==> src/rtl/gcmd_pkg.sv <==
package gcmd_pkg;
  typedef enum logic [1:0] {ST_IDLE, ST_HDR, ST_PLD} seq_state_e;

  function automatic logic dt_is_long(logic [5:0] dt);
    return dt[3:0] == 4'h9;
  endfunction

  function automatic logic dt_is_read(logic [5:0] dt);
    return (dt[3:0] == 4'h4) || (dt == 6'h06);
  endfunction

  function automatic logic [7:0] lane_get(logic [31:0] w, logic [1:0] l);
    return w[{l, 3'b000} +: 8];
  endfunction

  function automatic logic [31:0] lane_put(logic [31:0] w, logic [1:0] l, logic [7:0] b);
    logic [31:0] r;
    r = w;
    r[{l, 3'b000} +: 8] = b;
    return r;
  endfunction
endpackage

==> src/rtl/gcmd_fifo.sv <==
module gcmd_fifo #(
  parameter int W     = 32,
  parameter int DEPTH = 4
) (
  input  logic         clk,
  input  logic         rst_n,
  input  logic         push,
  input  logic [W-1:0] wdata,
  input  logic         pop,
  output logic [W-1:0] rdata,
  output logic         empty,
  output logic         full
);
  localparam int AW = $clog2(DEPTH);
  localparam int CW = AW + 1;

  logic [W-1:0]  mem [DEPTH];
  logic [AW-1:0] rp, wp;
  logic [CW-1:0] cnt;
  logic          do_push, do_pop;

  assign empty   = (cnt == '0);
  assign full    = (cnt == CW'(DEPTH));
  assign do_push = push && !full;
  assign do_pop  = pop && !empty;
  assign rdata   = mem[rp];

  always_ff @(posedge clk) begin
    if (do_push) mem[wp] <= wdata;
  end

  always_ff @(posedge clk) begin
    if (!rst_n) begin
      rp  <= '0;
      wp  <= '0;
      cnt <= '0;
    end else begin
      if (do_push) wp <= wp + 1'b1;
      if (do_pop)  rp <= rp + 1'b1;
      if (do_push && !do_pop)      cnt <= cnt + 1'b1;
      else if (do_pop && !do_push) cnt <= cnt - 1'b1;
    end
  end

  // occupancy never exceeds the depth
  p_cnt_bound_r10: assert property (@(posedge clk) disable iff (!rst_n)
    cnt <= CW'(DEPTH));
  // a push into a full queue without a pop leaves it full
  p_full_hold_r10: assert property (@(posedge clk) disable iff (!rst_n)
    full && push && !pop |=> full);
endmodule

==> src/rtl/gcmd_tx_seq.sv <==
module gcmd_tx_seq
  import gcmd_pkg::*;
(
  input  logic        clk,
  input  logic        rst_n,
  input  logic        cmd_empty,
  input  logic [23:0] cmd_head,
  output logic        cmd_pop,
  input  logic        pld_empty,
  input  logic [31:0] pld_head,
  output logic        pld_pop,
  output logic        tx_valid,
  input  logic        tx_ready,
  output logic [7:0]  tx_byte,
  output logic        tx_last,
  input  logic        rsp_done,
  output logic        rd_busy
);
  seq_state_e  st;
  logic [23:0] hdr;
  logic [1:0]  bidx, lane;
  logic [15:0] rem;
  logic        busy, fire, has_pld, hdr_done;
  logic [15:0] wc;
  logic [5:0]  dt;

  assign wc       = hdr[23:8];
  assign dt       = hdr[5:0];
  assign has_pld  = dt_is_long(dt) && (wc != 16'd0);
  assign fire     = tx_valid && tx_ready;
  assign hdr_done = (st == ST_HDR) && fire && (bidx == 2'd2);
  assign rd_busy  = busy;

  always_comb begin
    tx_valid = 1'b0;
    tx_byte  = 8'h00;
    tx_last  = 1'b0;
    cmd_pop  = 1'b0;
    pld_pop  = 1'b0;
    case (st)
      ST_IDLE: cmd_pop = !cmd_empty && !busy;
      ST_HDR: begin
        tx_valid = 1'b1;
        tx_byte  = lane_get({8'h00, hdr}, bidx);
        tx_last  = (bidx == 2'd2) && !has_pld;
      end
      ST_PLD: begin
        tx_valid = !pld_empty;
        tx_byte  = lane_get(pld_head, lane);
        tx_last  = (rem == 16'd1);
        pld_pop  = tx_valid && tx_ready && ((lane == 2'd3) || (rem == 16'd1));
      end
      default: ;
    endcase
  end

  always_ff @(posedge clk) begin
    if (!rst_n) begin
      st   <= ST_IDLE;
      hdr  <= '0;
      bidx <= '0;
      lane <= '0;
      rem  <= '0;
    end else begin
      case (st)
        ST_IDLE: if (cmd_pop) begin
          hdr  <= cmd_head;
          bidx <= 2'd0;
          st   <= ST_HDR;
        end
        ST_HDR: if (fire) begin
          if (bidx == 2'd2) begin
            if (has_pld) begin
              st   <= ST_PLD;
              rem  <= wc;
              lane <= 2'd0;
            end else begin
              st <= ST_IDLE;
            end
          end else begin
            bidx <= bidx + 1'b1;
          end
        end
        ST_PLD: if (fire) begin
          rem  <= rem - 1'b1;
          lane <= lane + 1'b1;
          if (rem == 16'd1) st <= ST_IDLE;
        end
        default: st <= ST_IDLE;
      endcase
    end
  end

  always_ff @(posedge clk) begin
    if (!rst_n)                        busy <= 1'b0;
    else if (rsp_done)                 busy <= 1'b0;
    else if (hdr_done && dt_is_read(dt)) busy <= 1'b1;
  end

  // a stalled byte holds until it is accepted
  p_tx_hold_r6: assert property (@(posedge clk) disable iff (!rst_n)
    tx_valid && !tx_ready |=> tx_valid && $stable(tx_byte) && $stable(tx_last));
  // nothing is dequeued while a read waits for its response
  p_busy_block_r7: assert property (@(posedge clk) disable iff (!rst_n)
    busy |-> !cmd_pop);
  // busy persists until the response ends
  p_busy_hold_r7: assert property (@(posedge clk) disable iff (!rst_n)
    busy && !rsp_done |=> busy);
endmodule

==> src/rtl/gcmd_rx_pack.sv <==
module gcmd_rx_pack
  import gcmd_pkg::*;
(
  input  logic        clk,
  input  logic        rst_n,
  input  logic        accept,
  input  logic        rsp_valid,
  input  logic [7:0]  rsp_byte,
  input  logic        rsp_last,
  output logic        push,
  output logic [31:0] word,
  output logic        done
);
  logic [31:0] acc;
  logic [1:0]  nb;
  logic        take;

  assign take = rsp_valid && accept;
  assign word = lane_put(acc, nb, rsp_byte);
  assign push = take && ((nb == 2'd3) || rsp_last);
  assign done = take && rsp_last;

  always_ff @(posedge clk) begin
    if (!rst_n) begin
      acc <= '0;
      nb  <= '0;
    end else if (take) begin
      if (push) begin
        acc <= '0;
        nb  <= '0;
      end else begin
        acc <= word;
        nb  <= nb + 1'b1;
      end
    end
  end

  // no response word is produced while no read is pending
  p_ignore_idle_r8: assert property (@(posedge clk) disable iff (!rst_n)
    !accept |-> !push && !done);
endmodule

==> src/rtl/gcmd_pkt_if.sv <==
module gcmd_pkt_if #(
  parameter int CMD_DEPTH = 4,
  parameter int PLD_DEPTH = 64,
  parameter int RSP_DEPTH = 16
) (
  input  logic        clk,
  input  logic        rst_n,
  input  logic        hdr_wr,
  input  logic [31:0] hdr_data,
  input  logic        pld_wr,
  input  logic [31:0] pld_wdata,
  input  logic        pld_rd,
  output logic [31:0] pld_rdata,
  output logic [5:0]  fifo_status,
  output logic        ovf_flag,
  output logic        unf_flag,
  output logic        rd_busy,
  output logic        tx_valid,
  input  logic        tx_ready,
  output logic [7:0]  tx_byte,
  output logic        tx_last,
  input  logic        rsp_valid,
  input  logic [7:0]  rsp_byte,
  input  logic        rsp_last
);
  logic        cf_empty, cf_full, wf_empty, wf_full, rf_empty, rf_full;
  logic [23:0] cf_head;
  logic [31:0] wf_head, rf_head, rsp_word;
  logic        cmd_pop, pld_pop, rsp_push, rsp_done;
  logic        ovf_evt, unf_evt;
  logic [7:0]  unused_hdr_hi;

  assign unused_hdr_hi = hdr_data[31:24];

  gcmd_fifo #(.W(24), .DEPTH(CMD_DEPTH)) u_cmd (
    .clk, .rst_n, .push(hdr_wr), .wdata(hdr_data[23:0]), .pop(cmd_pop),
    .rdata(cf_head), .empty(cf_empty), .full(cf_full));

  gcmd_fifo #(.W(32), .DEPTH(PLD_DEPTH)) u_wpld (
    .clk, .rst_n, .push(pld_wr), .wdata(pld_wdata), .pop(pld_pop),
    .rdata(wf_head), .empty(wf_empty), .full(wf_full));

  gcmd_fifo #(.W(32), .DEPTH(RSP_DEPTH)) u_rpld (
    .clk, .rst_n, .push(rsp_push), .wdata(rsp_word), .pop(pld_rd),
    .rdata(rf_head), .empty(rf_empty), .full(rf_full));

  gcmd_tx_seq u_seq (
    .clk, .rst_n, .cmd_empty(cf_empty), .cmd_head(cf_head), .cmd_pop,
    .pld_empty(wf_empty), .pld_head(wf_head), .pld_pop,
    .tx_valid, .tx_ready, .tx_byte, .tx_last, .rsp_done, .rd_busy);

  gcmd_rx_pack u_pack (
    .clk, .rst_n, .accept(rd_busy), .rsp_valid, .rsp_byte, .rsp_last,
    .push(rsp_push), .word(rsp_word), .done(rsp_done));

  assign fifo_status = {rf_full, rf_empty, wf_full, wf_empty, cf_full, cf_empty};
  assign pld_rdata   = rf_empty ? 32'h0 : rf_head;
  assign ovf_evt     = (hdr_wr && cf_full) || (pld_wr && wf_full) || (rsp_push && rf_full);
  assign unf_evt     = pld_rd && rf_empty;

  always_ff @(posedge clk) begin
    if (!rst_n) begin
      ovf_flag <= 1'b0;
      unf_flag <= 1'b0;
    end else begin
      if (ovf_evt) ovf_flag <= 1'b1;
      if (unf_evt) unf_flag <= 1'b1;
    end
  end

  // overflow flag is sticky
  p_ovf_sticky_r10: assert property (@(posedge clk) disable iff (!rst_n)
    ovf_flag |=> ovf_flag);
  // underflow flag is sticky
  p_unf_sticky_r11: assert property (@(posedge clk) disable iff (!rst_n)
    unf_flag |=> unf_flag);
  // payload words are consumed only while a packet is being sent
  p_pop_in_pkt_r4: assert property (@(posedge clk) disable iff (!rst_n)
    pld_pop |-> tx_valid && tx_ready);
endmodule

==> config.mk <==
export PLATFORM = sky130hd
export DESIGN_NAME = gcmd_pkt_if
export DESIGN_NICKNAME = d
export VERILOG_FILES = /design/src/rtl/gcmd_pkg.sv /design/src/rtl/gcmd_fifo.sv /design/src/rtl/gcmd_tx_seq.sv /design/src/rtl/gcmd_rx_pack.sv /design/src/rtl/gcmd_pkt_if.sv
export SDC_FILE = /design/constraint.sdc
export NUM_CORES = 2
export LEC_CHECK = 0
export ABC_AREA = 1
export ABC_CLOCK_PERIOD_IN_PS = 4600
export BUFFER_PORTS_ARGS = -buffer_cell sky130_fd_sc_hd__clkbuf_2
export CORE_MARGIN = 2
export CORE_UTILIZATION = 24
export CTS_BUF_LIST = sky130_fd_sc_hd__clkbuf_2 sky130_fd_sc_hd__clkbuf_4 sky130_fd_sc_hd__clkbuf_8
export DETAILED_ROUTE_END_ITERATION = 7
export GPL_ROUTABILITY_DRIVEN = 1
export HOLD_SLACK_MARGIN = 0.12
export PLACE_DENSITY = 0.46
export SYNTH_ARGS = -nofsm -noshare
export SYNTH_HDL_FRONTEND = slang
export SYNTH_SLANG_ARGS = --single-unit
==> constraint.sdc <==
create_clock -name clk -period 4.6 [get_ports clk]
set_clock_uncertainty 0.2 [all_clocks]
set_input_delay 0.46 -clock clk [delete_from_list [all_inputs] [get_ports clk]]
set_output_delay 0.46 -clock clk [all_outputs]
set_load 0.05 [all_outputs]
; ---- After elaboration in Yosys (flattened, before gate mapping)
; Memory sizes are Yosys's and may differ from the RTL's. A register that Yosys moved wholly into a read port is not among the register bits.
; Cells that the tools add are included.
; Widths: inputs -> output; s select.
[classes]
add_sub_neg = 17
n_eq_ne = 19
shifts = 4
n_mux = 46
bitwise = 1
reduce_logical = 63
[op_table]
columns = op, n
row1 = $mux 16, 4
row2 = $mux 32, 2
row3 = $shiftx 32x6->8, 2
row4 = $bwmux 32, 1
row5 = $pmux 16 s2, 1
row6 = $shift 8x7->32 const A, 1
row7 = $shiftx 8x7->32, 1
row8 = $logic_and 1x1->1, 28
row9 = $mux 2, 14
row10 = $eq 16x1->1 const B, 1
row11 = $pmux 8 s2, 1
row12 = $reduce_bool 16->1, 1
row13 = $sub 16x1->16 const B, 1
row14 = $logic_not 1->1, 15
row15 = $mux 7, 2
row16 = $add 6x1->6 const B, 2
row17 = $mux 6, 2
row18 = $add 2x1->2 const B, 5
row19 = $mux 5, 2
row20 = $reduce_and 5->1, 2
row21 = $reduce_bool 2->1, 5
row22 = $add 4x1->4 const B, 2
row23 = $eq 2x2->1 const B, 4
row24 = $mux 1, 8
row25 = other kinds (30), 43
[totals]
ff_bits = 98
ramBits = 2656
out_inout_bits = 51
memories = 3
[memory_table]
columns = memory, depth, width, read_ports, rd_ports_with_merged_regs, write_ports, line
row1 = u_wpld.mem, 64, 32, 1, 1, 1, gcmd_fifo.sv:17  ; logic [W-1:0] mem [DEPTH];
row2 = u_rpld.mem, 16, 32, 1, 1, 1, gcmd_fifo.sv:17
row3 = u_cmd.mem, 4, 24, 1, 1, 1, gcmd_fifo.sv:17

; ---- Logic depth before layout (Yosys ltp)
[logic_depth]
word_depth = 9
mapped_depth = 20
mapped_depth_nobuf = 20

; ---- Cells and area by module
; From an unflattened synthesis, not the netlist that was laid out.
[hier_totals]
cells_unflattened = 10288
area_unflattened_um2 = 115794.8
[by_module_without_submodules]
columns = module, instances, cells_each, area_each_um2
row1 = gcmd_fifo at u_wpld, 1, 6889, 83298.6
row2 = gcmd_fifo at u_rpld, 1, 2203, 22928.2
row3 = gcmd_fifo at u_cmd, 1, 302, 4216.5
row4 = gcmd_tx_seq, 1, 517, 3085.5
row5 = gcmd_rx_pack, 1, 290, 1848.0
row6 = gcmd_pkt_if, 1, 87, 417.9

; ---- Worst setup path before layout
; No wires, ideal clock.
[synth_path]
path_type = reg-to-reg
from = reg u_wpld.cnt[1]
to = mem u_wpld.mem[39][0], enable pin
t_arrival_ns = 3.597
required_ns = 3.939
path_slack_ns = 0.342
stages_incl_launch_ff = 11
path_buffers = 0
period_less_slack_ns = 4.258
cell_sequence = dfxtp_1 > nor2_1 > nand3_1 > nor3_1 > nor2_2 > inv_2 > nor2_1 > nand2_1 > inv_2 > nand2_1 > nor3_1
[synth_via]
elab_chain_len = 5
[synth_rtl]
columns = item, line
row1 = start: declaration, gcmd_fifo.sv:19  ; logic [CW-1:0] cnt;
row2 = start signal: assignment, gcmd_fifo.sv:40  ; if (do_push && !do_pop) cnt <= cnt + 1'b1;
row3 = start signal: assignment, gcmd_fifo.sv:41  ; else if (do_pop && !do_push) cnt <= cnt - 1'b1;
row4 = $eq 7x7->1, gcmd_fifo.sv:23  ; assign full = (cnt == CW'(DEPTH));
row5 = via u_wpld.full, gcmd_fifo.sv:12  ; output logic full
row6 = $logic_not 1->1, gcmd_fifo.sv:24  ; assign do_push = push && !full;
row7 = $logic_and 1x1->1, gcmd_fifo.sv:24
row8 = via u_wpld.do_push, gcmd_fifo.sv:20  ; logic do_push, do_pop;
row9 = $mux 1, gcmd_fifo.sv:29  ; if (do_push) mem[wp] <= wdata;
row10 = $mux 1 (not written as such), gcmd_fifo.sv:29
row11 = end: declaration, gcmd_fifo.sv:17
; The timed path passes the listed nets, and every way through them passes these cells.

==> out/summary.txt <==
Run status: finished with violations
Failing checks: negative setup slack
CP Capture Type: output port
Post-synth ARST share: 0%
Setup_tns: -0.0171 ns
Post-synth EDFFs: 2656
HPWL Detailed: 193000 µm
Post-DR wirelength/cell: 22.5 µm
WP data required: 3.94 ns
Max-Cap Viols: 0
RSZ-0062 raised after global routing: true
Io pins: 131
Mean Syn Cell Area: 12.0 µm²
Simple-Gate Fraction of Synth Area: 19.0%
Final net count: 9973
Main combinational cell family by area after synthesis: simple AND/OR/NAND/NOR gates
Synth Net Count: 9441
Most frequent cells in the layout: edfxtp_1, nand2_1, nand3_1
Most frequent CP cell: buf_12
Ys Warns: 0
Grt ovf: 0
Most common cell after layout, fill and taps aside: edfxtp_1
Vias in the first global route: 72.5k
Post-synthesis compound-gate area fraction: 3.83%
DRT iter0 DRCs: 6433
Post-Syn Instances: 9323
Register bit total from synthesis: 2788
Dpl ws: 0.362 ns
Die H: 688 µm
CORE AREA: 467000 µm²
Clock Latency Late Sink: 1.21 ns
Worst setup path category: reg2out
Via count: 75.1k
Cells after DPL: 15.4k
Final core utilization: 29.1%
Distinct cells, synth: 41
Layout cells sized above 1: 15.7%
Total wire length: 370000 µm
Initial core utilization: 24.1%
Reg-to-reg slack, setup: 0.77 ns
Worst r2r dst: u_wpld.mem[41][1]
Fin. max-slew vios: 0
Total track usage: 15.1%
Remaining DRCs: 0
Count of final setup violators: 1
Final Power: 57.6 mW
Initial antenna violation count: 14
Worst hold stages: 4
CP Max Fanout: 8
Mux share of post-synthesis cell area: 0%
Post-Synth XOR/XNOR Area: 0.0702%
Pwr Density: 424 nW/µm²
Largest stage delay, worst path: 0.36 ns
Clock transition at path regs: 0.07 ns
Worst-case vdd ir drop: 0.354 mV
Fin crit share: 100%
Post-Layout Cell Count: 16.4k
Synth top area cells: edfxtp_1, nand3_1, nand2_1, dfxtp_1, o21ai_0
Worst Reg-to-Reg Cells: 11
Routability cong.: 0.921
Global-route wire length before repair: 526000 µm
Vias per cell: 4.57
Die ar.: 473000 µm²
Root Driver: clkbuf_8
CP max stage cell: dfxtp_4
Hold Path Origin: rst_n
CP Cell Sequence: buf_12, inv_16, buf_16, buf_16, buf_12, buf_12, nand2_1, nand3_1, nand3_1, nand3_2, nand3_4, nand3_4, nand3_4, nand2_2, nand2_2, nand3_2, nand2_2, clkinvlp_4, buf_12
Ys flop type: edfxtp_1
Max transition margin: 13.6%
Startpoint types: flip-flop
Final Worst Setup Slack: -0.0171 ns
DR pass1 iterations: 6
H-tree Lvls: 5
Site Rows: 251
Synth top area share: 71.0%
Cell Area, Synth: 112000 µm²
Reg2reg start: u_wpld.cnt[3]
Worst min path class: in2reg
Adder-cell share of the synthesized area: 0.443%
Post-synthesis sequential area ratio: 73.4%
Hold endpoint: u_cmd.cnt[0]
Die width: 688 µm
Number of buffers on the longest clock path: 4
Fillers: 47.9k
Critical Path AT: 3.96 ns
Routed Antenna Nets: 0
CTS tree: yes
Area Growth Syn to Fin: 21.0%
Inserted Clock Buffers: 458
FMAX: 0.217 GHz
Static Leak: 45.9 nW
Crit path time final: 4.62 ns
Cell taking the most area after synthesis: edfxtp_1
Fin. Hold Viols: 0
Clock Sinks: 2788
Least-Margin Pin Slew: 1.30 ns
IO buf count: 122
Largest net degree at the start of global routing: 131
==> state kept, by name, indices dropped and copies added, names as in the netlist, 3 cells and up, named ones only <==
register / cells
u_cmd.cnt: 3
u_rpld.wp: 4
u_wpld.rp: 6
u_seq.rem: 16
u_wpld.cnt: 7
u_wpld.mem: 2048
u_pack.acc: 32
u_rpld.mem: 512
u_wpld.wp: 6
u_rpld.rp: 4
u_seq.hdr: 24
u_rpld.cnt: 5
u_cmd.mem: 96
==> per-layer routing <==
layer	routed length, µm	track usage (%)	vias up	share of wire [%]
met2	173000	24.6	2154	47
met3	19200	1.99	531	5.2
met5	31	0	-	0.0084
met1	166000	20.7	37700	45
li1	-	-	34700	-
met4	11800	4.84	4	3.2
==> logic make-up (layout without fill, tap and decap cells) <==
family,count (synthesis),after routing
and+or+nand+nor,4939,4939
DFF,2788,2788
buffers and inverters,784,1697
AOI/OAI and AO/OA,765,765
adders and majority gates,38,38
xor gates and xnor gates,9,9
other,0,9
==> cells in the mapped netlist, types with 8 or more instances <==
library cell / instances
edfxtp_1: 2656
nand2_1: 2275
nand3_1: 2100
nor2_1: 515
o21ai_0: 418
buf_2: 258
clkbuf_1: 196
inv_1: 158
a21oi_1: 146
dfxtp_1: 132
buf_4: 91
o221ai_1: 90
o22ai_1: 88
buf_1: 51
ha_1: 35
buf_6: 16
nand4_1: 16
nor3_1: 13
o21ai_1: 13
xor2_1: 8
==> power breakdown <==
group / internal (mW) / switching [mW]
logic: 1.94 / 5.35
registers: 28.1 / 0.295
clock network: 11.4 / 10.4
==> how the worst max path moves through the flow <==
stage / to / cells past startpoint / start / slack, ns
CTS: tx_byte[5] / 17 / flip-flop / -0.12
detailed placement: tx_byte[4] / 16 / flip-flop / 0.36
global route: tx_byte[5] / 19 / flip-flop / -0.17
floorplan: u_wpld.mem[39][0] / 10 / u_wpld.cnt[1] / 0.34
global placement: tx_byte[4] / 16 / flip-flop / 0.31
finish: tx_byte[5] / 19 / flip-flop / -0.02
==> area by class of cell <==
class	instances	area (µm²)	share of cell area, %
diodes	9	22.5	0.0166
clock inverters	189	1190	0.876
multi-input cells	5751	28100	20.7
inverters	171	742	0.546
well taps	6198	7750	5.71
repair buffers	680	7660	5.64
clock buffers	652	7890	5.80
repair inverters	5	77.6	0.0571
flip-flops and latches	2788	82400	60.7
==> timing repair <==
item	CTS	global route
resized for setup	339	32
gates cloned	34	3
hold buffers	108	0
endpoints found under the hold margin	2277	0
setup endpoints to repair	28	10
pin swaps	45	9
setup buffers	42	0
==> per-stage QoR <==
step	hold slack (ns)	instance area, µm²
after floorplan	0.230	112000
after global placement	0.248	122000
after detailed placement	0.253	122000
after CTS	0.129	136000
after global routing	0.231	136000
final	0.244	136000
==> worst max-delay path: cells and delay by family (launching register included) <==
kind | cells | cell delay [ns]
buf+inv | 8 | 1.40
simple gates | 11 | 0.97
flops | 1 | 0.36
No activity file was read; power rests on OpenSTA's default activity.
